==> config.mk <==
export PLATFORM = sky130hd
export DESIGN_NAME = dual_mailbox_ram
export DESIGN_NICKNAME = d
export VERILOG_FILES = /design/src/rtl/mbx_pkg.sv /design/src/rtl/mbx_arbiter.sv /design/src/rtl/mbx_array.sv /design/src/rtl/mbx_side.sv /design/src/rtl/dual_mailbox_ram.sv
export SDC_FILE = /design/constraint.sdc
export NUM_CORES = 2
export LEC_CHECK = 0
export BUFFER_PORTS_ARGS = -buffer_cell sky130_fd_sc_hd__buf_2
export CAP_MARGIN = 40
export CORE_MARGIN = 1.5
export CORE_UTILIZATION = 24
export DETAILED_ROUTE_END_ITERATION = 10
export SLEW_MARGIN = 20
export SYNTH_ARGS = -nofsm -noshare
export SYNTH_HDL_FRONTEND = slang
export SYNTH_SLANG_ARGS = --single-unit
==> constraint.sdc <==
create_clock -name clk -period 11.4 [get_ports clk]
set_input_delay 2.85 -clock clk [delete_from_list [all_inputs] [get_ports clk]]
set_output_delay 2.85 -clock clk [all_outputs]
set_load 0.05 [all_outputs]
==> src/rtl/mbx_pkg.sv <==
package mbx_pkg;

    typedef enum logic [1:0] {
        REG_PTR  = 2'd0,
        REG_DATA = 2'd1,
        REG_OUT  = 2'd2,
        REG_IN   = 2'd3
    } mbx_reg_e;

    localparam int NUM_SIDES = 2;

endpackage

==> src/rtl/mbx_arbiter.sv <==
module mbx_arbiter #(
    parameter int NS = 2
) (
    input  logic          clk,
    input  logic          rst,
    input  logic [NS-1:0] want_i,
    output logic [NS-1:0] grant_o
);
    typedef struct packed {
        logic prio;
    } arb_state_t;

    arb_state_t st_q, st_d;

    always_comb begin
        st_d    = st_q;
        grant_o = want_i;
        if (&want_i) begin
            grant_o = '0;
            grant_o[st_q.prio] = 1'b1;
            st_d.prio = ~st_q.prio;
        end
    end

    always_ff @(posedge clk) begin
        if (rst) st_q <= '0;
        else     st_q <= st_d;
    end
endmodule

==> src/rtl/mbx_array.sv <==
module mbx_array #(
    parameter int AW = 8,
    parameter int DW = 8
) (
    input  logic          clk,
    input  logic          we_i,
    input  logic [AW-1:0] addr_i,
    input  logic [DW-1:0] wdata_i,
    output logic [DW-1:0] rdata_o
);
    localparam int DEPTH = 1 << AW;

    logic [DW-1:0] mem_q [DEPTH];

    always_ff @(posedge clk) begin
        if (we_i) mem_q[addr_i] <= wdata_i;
    end

    assign rdata_o = mem_q[addr_i];
endmodule

==> src/rtl/mbx_side.sv <==
module mbx_side
    import mbx_pkg::*;
#(
    parameter int AW = 8,
    parameter int DW = 8
) (
    input  logic          clk,
    input  logic          rst,
    input  logic          req_i,
    input  logic          wr_i,
    input  logic [1:0]    idx_i,
    input  logic [DW-1:0] wdata_i,
    input  logic          grant_i,
    input  logic          peer_post_i,
    input  logic [DW-1:0] peer_msg_i,
    input  logic [DW-1:0] arr_rdata_i,
    output logic          ready_o,
    output logic [DW-1:0] rdata_o,
    output logic          arr_req_o,
    output logic          arr_we_o,
    output logic [AW-1:0] ptr_o,
    output logic [DW-1:0] out_msg_o,
    output logic          post_o,
    output logic          pend_o
);
    typedef struct packed {
        logic [AW-1:0] ptr;
        logic [DW-1:0] outm;
        logic          pend;
    } side_state_t;

    side_state_t st_q, st_d;
    mbx_reg_e    sel;
    logic        done_arr;
    logic        rd_in;

    assign sel = mbx_reg_e'(idx_i);

    always_comb begin
        st_d      = st_q;
        arr_req_o = req_i && (sel == REG_DATA);
        arr_we_o  = arr_req_o && wr_i;
        done_arr  = arr_req_o && grant_i;
        ready_o   = !arr_req_o || grant_i;
        post_o    = req_i && wr_i && (sel == REG_OUT);
        rd_in     = req_i && !wr_i && (sel == REG_IN);

        rdata_o = '0;
        if (req_i && !wr_i && ready_o) begin
            unique case (sel)
                REG_PTR:  rdata_o = DW'(st_q.ptr);
                REG_DATA: rdata_o = arr_rdata_i;
                REG_OUT:  rdata_o = st_q.outm;
                REG_IN:   rdata_o = peer_msg_i;
                default:  rdata_o = '0;
            endcase
        end

        if (req_i && wr_i && (sel == REG_PTR)) st_d.ptr = wdata_i[AW-1:0];
        else if (done_arr)                     st_d.ptr = st_q.ptr + 1'b1;

        if (post_o) st_d.outm = wdata_i;

        if (peer_post_i) st_d.pend = 1'b1;
        else if (rd_in)  st_d.pend = 1'b0;
    end

    always_ff @(posedge clk) begin
        if (rst) st_q <= '0;
        else     st_q <= st_d;
    end

    assign ptr_o     = st_q.ptr;
    assign out_msg_o = st_q.outm;
    assign pend_o    = st_q.pend;
endmodule

==> src/rtl/dual_mailbox_ram.sv <==
module dual_mailbox_ram
    import mbx_pkg::*;
#(
    parameter int AW = 8,
    parameter int DW = 8
) (
    input  logic          clk,
    input  logic          rst,
    input  logic          a_req,
    input  logic          a_wr,
    input  logic [1:0]    a_idx,
    input  logic [DW-1:0] a_wdata,
    output logic [DW-1:0] a_rdata,
    output logic          a_ready,
    output logic          a_msg_pend,
    input  logic          b_req,
    input  logic          b_wr,
    input  logic [1:0]    b_idx,
    input  logic [DW-1:0] b_wdata,
    output logic [DW-1:0] b_rdata,
    output logic          b_ready,
    output logic          b_msg_pend
);
    localparam int NS = NUM_SIDES;

    logic                req   [NS];
    logic                wr    [NS];
    logic [1:0]          idx   [NS];
    logic [DW-1:0]       wd    [NS];
    logic [DW-1:0]       rd    [NS];
    logic                rdy   [NS];
    logic                pend  [NS];
    logic [AW-1:0]       ptr   [NS];
    logic [DW-1:0]       outm  [NS];
    logic [NS-1:0]       want, grant, we_req, post;

    logic                arr_we;
    logic [AW-1:0]       arr_addr;
    logic [DW-1:0]       arr_wdata, arr_rdata;
    logic [AW-1:0]       ptr_a, ptr_b;

    assign req[0] = a_req;  assign wr[0] = a_wr;  assign idx[0] = a_idx;  assign wd[0] = a_wdata;
    assign req[1] = b_req;  assign wr[1] = b_wr;  assign idx[1] = b_idx;  assign wd[1] = b_wdata;
    assign a_rdata = rd[0]; assign a_ready = rdy[0]; assign a_msg_pend = pend[0];
    assign b_rdata = rd[1]; assign b_ready = rdy[1]; assign b_msg_pend = pend[1];
    assign ptr_a = ptr[0];
    assign ptr_b = ptr[1];

    for (genvar s = 0; s < NS; s++) begin : g_side
        localparam int P = NS - 1 - s;
        mbx_side #(.AW(AW), .DW(DW)) u_side (
            .clk         (clk),
            .rst         (rst),
            .req_i       (req[s]),
            .wr_i        (wr[s]),
            .idx_i       (idx[s]),
            .wdata_i     (wd[s]),
            .grant_i     (grant[s]),
            .peer_post_i (post[P]),
            .peer_msg_i  (outm[P]),
            .arr_rdata_i (arr_rdata),
            .ready_o     (rdy[s]),
            .rdata_o     (rd[s]),
            .arr_req_o   (want[s]),
            .arr_we_o    (we_req[s]),
            .ptr_o       (ptr[s]),
            .out_msg_o   (outm[s]),
            .post_o      (post[s]),
            .pend_o      (pend[s])
        );
    end

    mbx_arbiter #(.NS(NS)) u_arb (
        .clk     (clk),
        .rst     (rst),
        .want_i  (want),
        .grant_o (grant)
    );

    always_comb begin
        arr_we    = 1'b0;
        arr_addr  = ptr[0];
        arr_wdata = wd[0];
        for (int k = 0; k < NS; k++) begin
            if (grant[k]) begin
                arr_we    = we_req[k];
                arr_addr  = ptr[k];
                arr_wdata = wd[k];
            end
        end
    end

    mbx_array #(.AW(AW), .DW(DW)) u_mem (
        .clk     (clk),
        .we_i    (arr_we),
        .addr_i  (arr_addr),
        .wdata_i (arr_wdata),
        .rdata_o (arr_rdata)
    );
endmodule

==> results.yml <==
clocking:
  cts_tree: "built"
  cts_setup_buffers: 0
  cts_buffers: 212
  clk_pin_slew_ps: 60
  cts_sinks: 2083
  clock_latency_ps: 910
  clockBufferDepth: 3
  cts-root-buf: "clkbuf_16"
  htreeDepth: 4
  cts_hold_buf: 0
  cts_resized: 0
logic_synthesis:
  ys_seq_elements: 2083
  synth_cells: 5745
  ys_warn_count: 0
  syn_nets: 5773
  postSynthAreaPerCell_um2: 16.19
  synthFlopType: "edfxtp_1"
  synth_edf_count: 2048
  syn_area_um2: 93020
  yosysSeqAreaShare: 0.6686
  synthArstFlopShare: 0
  synth_cell_types: 94
global_routing:
  grt_pass1_wl_um: 506500
  track_usage: 0.1844
  antenna_found_initial: 30
  grt_start_max_net_pins: 198
  grt_pass1_vias: 60820
  grt-ovfl-total: 0
timing:
  finalSetupViolCount: 0
  finClkSkew_ps: 86.40
  fmax_mhz: 87.76
  grt_setup_unrepaired: "no"
  fin_tns_setup_ps: 0
  hold_viol: 0
  fin_crit_ps: 11390
  worst_pin_slew_ps: 1334
  post-route-period-util: 0.9995
  slew_viol_final: 0
  maxSlewHeadroom: 0.1107
  setup_slack_ps: 5.793
power:
  power.density_nw_per_um2: 156.5
  power.share.clock: 0.415
  p_leak_uw: 0.03317
  peakVddDrop_uv: 175.0
  swShare: 0.2451
  pwr-share-seq: 0.495
  power_frac_comb: 0.089
  p_int_uw: 12940
  power.switching_uw: 4202
worst_setup_path:
  cp-startpoint: "b_idx[0]"
  crit_arrival_ps: 8540
  rr_worst_depth: 10
  crit_type: "in -> out"
  worst_setup_path_start_kind: "input port"
  cp_max_fo: 26
  r2r-end: "u_mem.mem_q[181][7]"
  rrSetupSlack_ps: 5640
  regToRegStartpoint: "g_side[1].u_side.ptr_o[3]"
  cp-end-kind: "output port"
  cp.required_ps: 8550
hold_path:
  hold_path.startpoint: "g_side[1].u_side.out_msg_o[4]"
  holdCritPathClass: "reg -> reg"
  hold_path_end: "g_side[1].u_side.out_msg_o[4]"
  holdPathStages: 2
floorplanning:
  die_area_um2: 391300
  initial_core_util: 0.2412
  rows: 228
  die_x_um: 625.6
  coreArea_um2: 385700
  dieHeight_um: 625.6
  num_io_pins: 46
run:
  drv_cap: 0
placement:
  dp_slack_ps: 408.5
  port_buffers: 45
  hpwl_um: 248200
  gp_congestion: 1.012
routing:
  drt_iter0_drc: 11040
  drcViolationCount: 0
  met1_length_um: 131200
  wl_per_cell_um: 32.78
  routed_wl_um: 374900
  vias_per_cell: 5.594
  ant_nets: 0
  routed-via-count: 63980
  highest_layer: "met5"
  drtPass1Iterations: 11
  wl_met3_um: 54510
  wl_met2_um: 161000
layout:
  drive_above_1_share: 0.2372
  fin_util: 0.2840
  final_common_cell: "edfxtp_1"
  nets: 6095
  area_growth_pct: 17.77
  final_cell_mix: "edfxtp_1 (2048), mux2i_1 (449), buf_4 (444), mux4_2 (434), nor2_1 (306)"
run_status:
  status: "finished, final reports clean"
## worst max path at each step
stage,end,slack [ps],cells after the start
final,a_rdata[2],6,13
after global routing,a_rdata[2],190,13
after CTS,a_rdata[7],380,14
after detailed placement,a_rdata[7],410,14
after global placement,b_rdata[7],100,14
after floorplan,a_rdata[0],2360,12
## stage by stage
stage                     hold WS, ps  std cells  cell area (um^2)  total power [uW]
after floorplan                 443.4       5745             93020              9509
after global placement          464.2      10830            100400             10080
after detailed placement        472.2      11000            102100             10100
after CTS                       480.8      11400            109100             17090
after global routing            510.6      11420            109500             17450
final                           483.2      11440            109600             17150
## logic make-up (layout without fill, tap and decap cells)
group,Yosys count,in the layout,synth area share
other,0,18,0
AOI/OAI and AO/OA,1228,1228,0.09376
DFF,2083,2083,0.6686
adders and majority gates,2,2,0.0002690
buffers and inverters,481,980,0.02694
xor gates and xnor gates,7,7,0.0006591
and+or+nand+nor,1038,1038,0.05344
muxes,906,906,0.1563
## layout make-up
class | instances | area (um^2)
fillers | 38400 | 276100
flip-flops and latches | 2083 | 62220
multi-input cells | 3181 | 28780
well taps | 5175 | 6475
clock buffers | 240 | 5431
repair buffers | 569 | 4959
clock inverters | 151 | 1568
inverters | 20 | 75.07
diodes | 18 | 45.04
## power by group through the flow
| stage | registers [uW] | logic (uW) | clock network [uW] |
|---|---|---|---|
| floorplan | 8690 | 818 | 0 |
| global placement | 8660 | 1410 | 0 |
| detailed placement | 8660 | 1450 | 0 |
| CTS | 8490 | 1450 | 7140 |
| global route | 8490 | 1550 | 7420 |
| finish | 8490 | 1530 | 7120 |
## cell usage after synthesis, types with 11 or more instances
cell type | count | area, um^2
edfxtp_1 | 2048 | 61500
mux2i_1 | 449 | 4494
mux4_2 | 434 | 9774
nor2_1 | 339 | 1272
nand2_1 | 274 | 1028
o22ai_1 | 269 | 1683
a22oi_1 | 206 | 1546
clkbuf_1 | 195 | 732.0
and3_1 | 133 | 832.1
a21oi_1 | 121 | 605.6
buf_2 | 121 | 605.6
o21ai_0 | 102 | 510.5
buf_4 | 82 | 615.6
a211oi_1 | 79 | 593.1
nand3_1 | 61 | 305.3
a31oi_1 | 53 | 331.6
nor3_1 | 53 | 265.3
a2111oi_0 | 49 | 429.2
nand4_1 | 48 | 300.3
o21a_1 | 39 | 292.8
dfxtp_1 | 35 | 700.7
a32oi_1 | 33 | 289.0
buf_6 | 32 | 360.4
buf_1 | 30 | 112.6
nor4_1 | 25 | 156.4
a41oi_1 | 24 | 210.2
a221oi_1 | 23 | 201.4
mux2_2 | 22 | 247.7
o221ai_1 | 21 | 183.9
a32o_1 | 19 | 190.2
o22a_1 | 19 | 166.4
a21o_1 | 18 | 135.1
inv_1 | 18 | 67.56
or4_1 | 15 | 112.6
nor2b_1 | 14 | 87.58
a22o_1 | 13 | 113.9
nand2b_1 | 13 | 81.33
o31ai_1 | 13 | 97.59
o41ai_1 | 13 | 113.9
a211o_1 | 11 | 96.34
a311oi_1 | 11 | 96.34
and2_1 | 11 | 68.82
o32ai_1 | 11 | 96.34
o41a_1 | 11 | 123.9
## worst max-delay path: stages
cell      delay [ps]
buf_2            440
nand3b_4         440
buf_4            340
o21ai_4          660
nand2_1          570
buf_4            410
o21a_1           150
o41a_1           480
o41ai_1          710
buf_4            280
nand4_1          410
a31oi_1          400
buf_2            320
## state kept, by name, summed over array words and instances, names as in the netlist
signal,flops
u_arb.st_q,1
u_mem.mem_q,2048
g_side.u_side.pend_o,2
g_side.u_side.ptr_o,16
g_side.u_side.out_msg_o,16
## metal layers
| metal | up-vias | global-route usage |
|---|---|---|
| met5 | - | 0.0009878 |
| met4 | 22 | 0.1162 |
| met3 | 1282 | 0.07373 |
| met2 | 5351 | 0.2711 |
| met1 | 32800 | 0.2244 |
| li1 | 24520 | - |
Power figures use the tool's default switching activity.
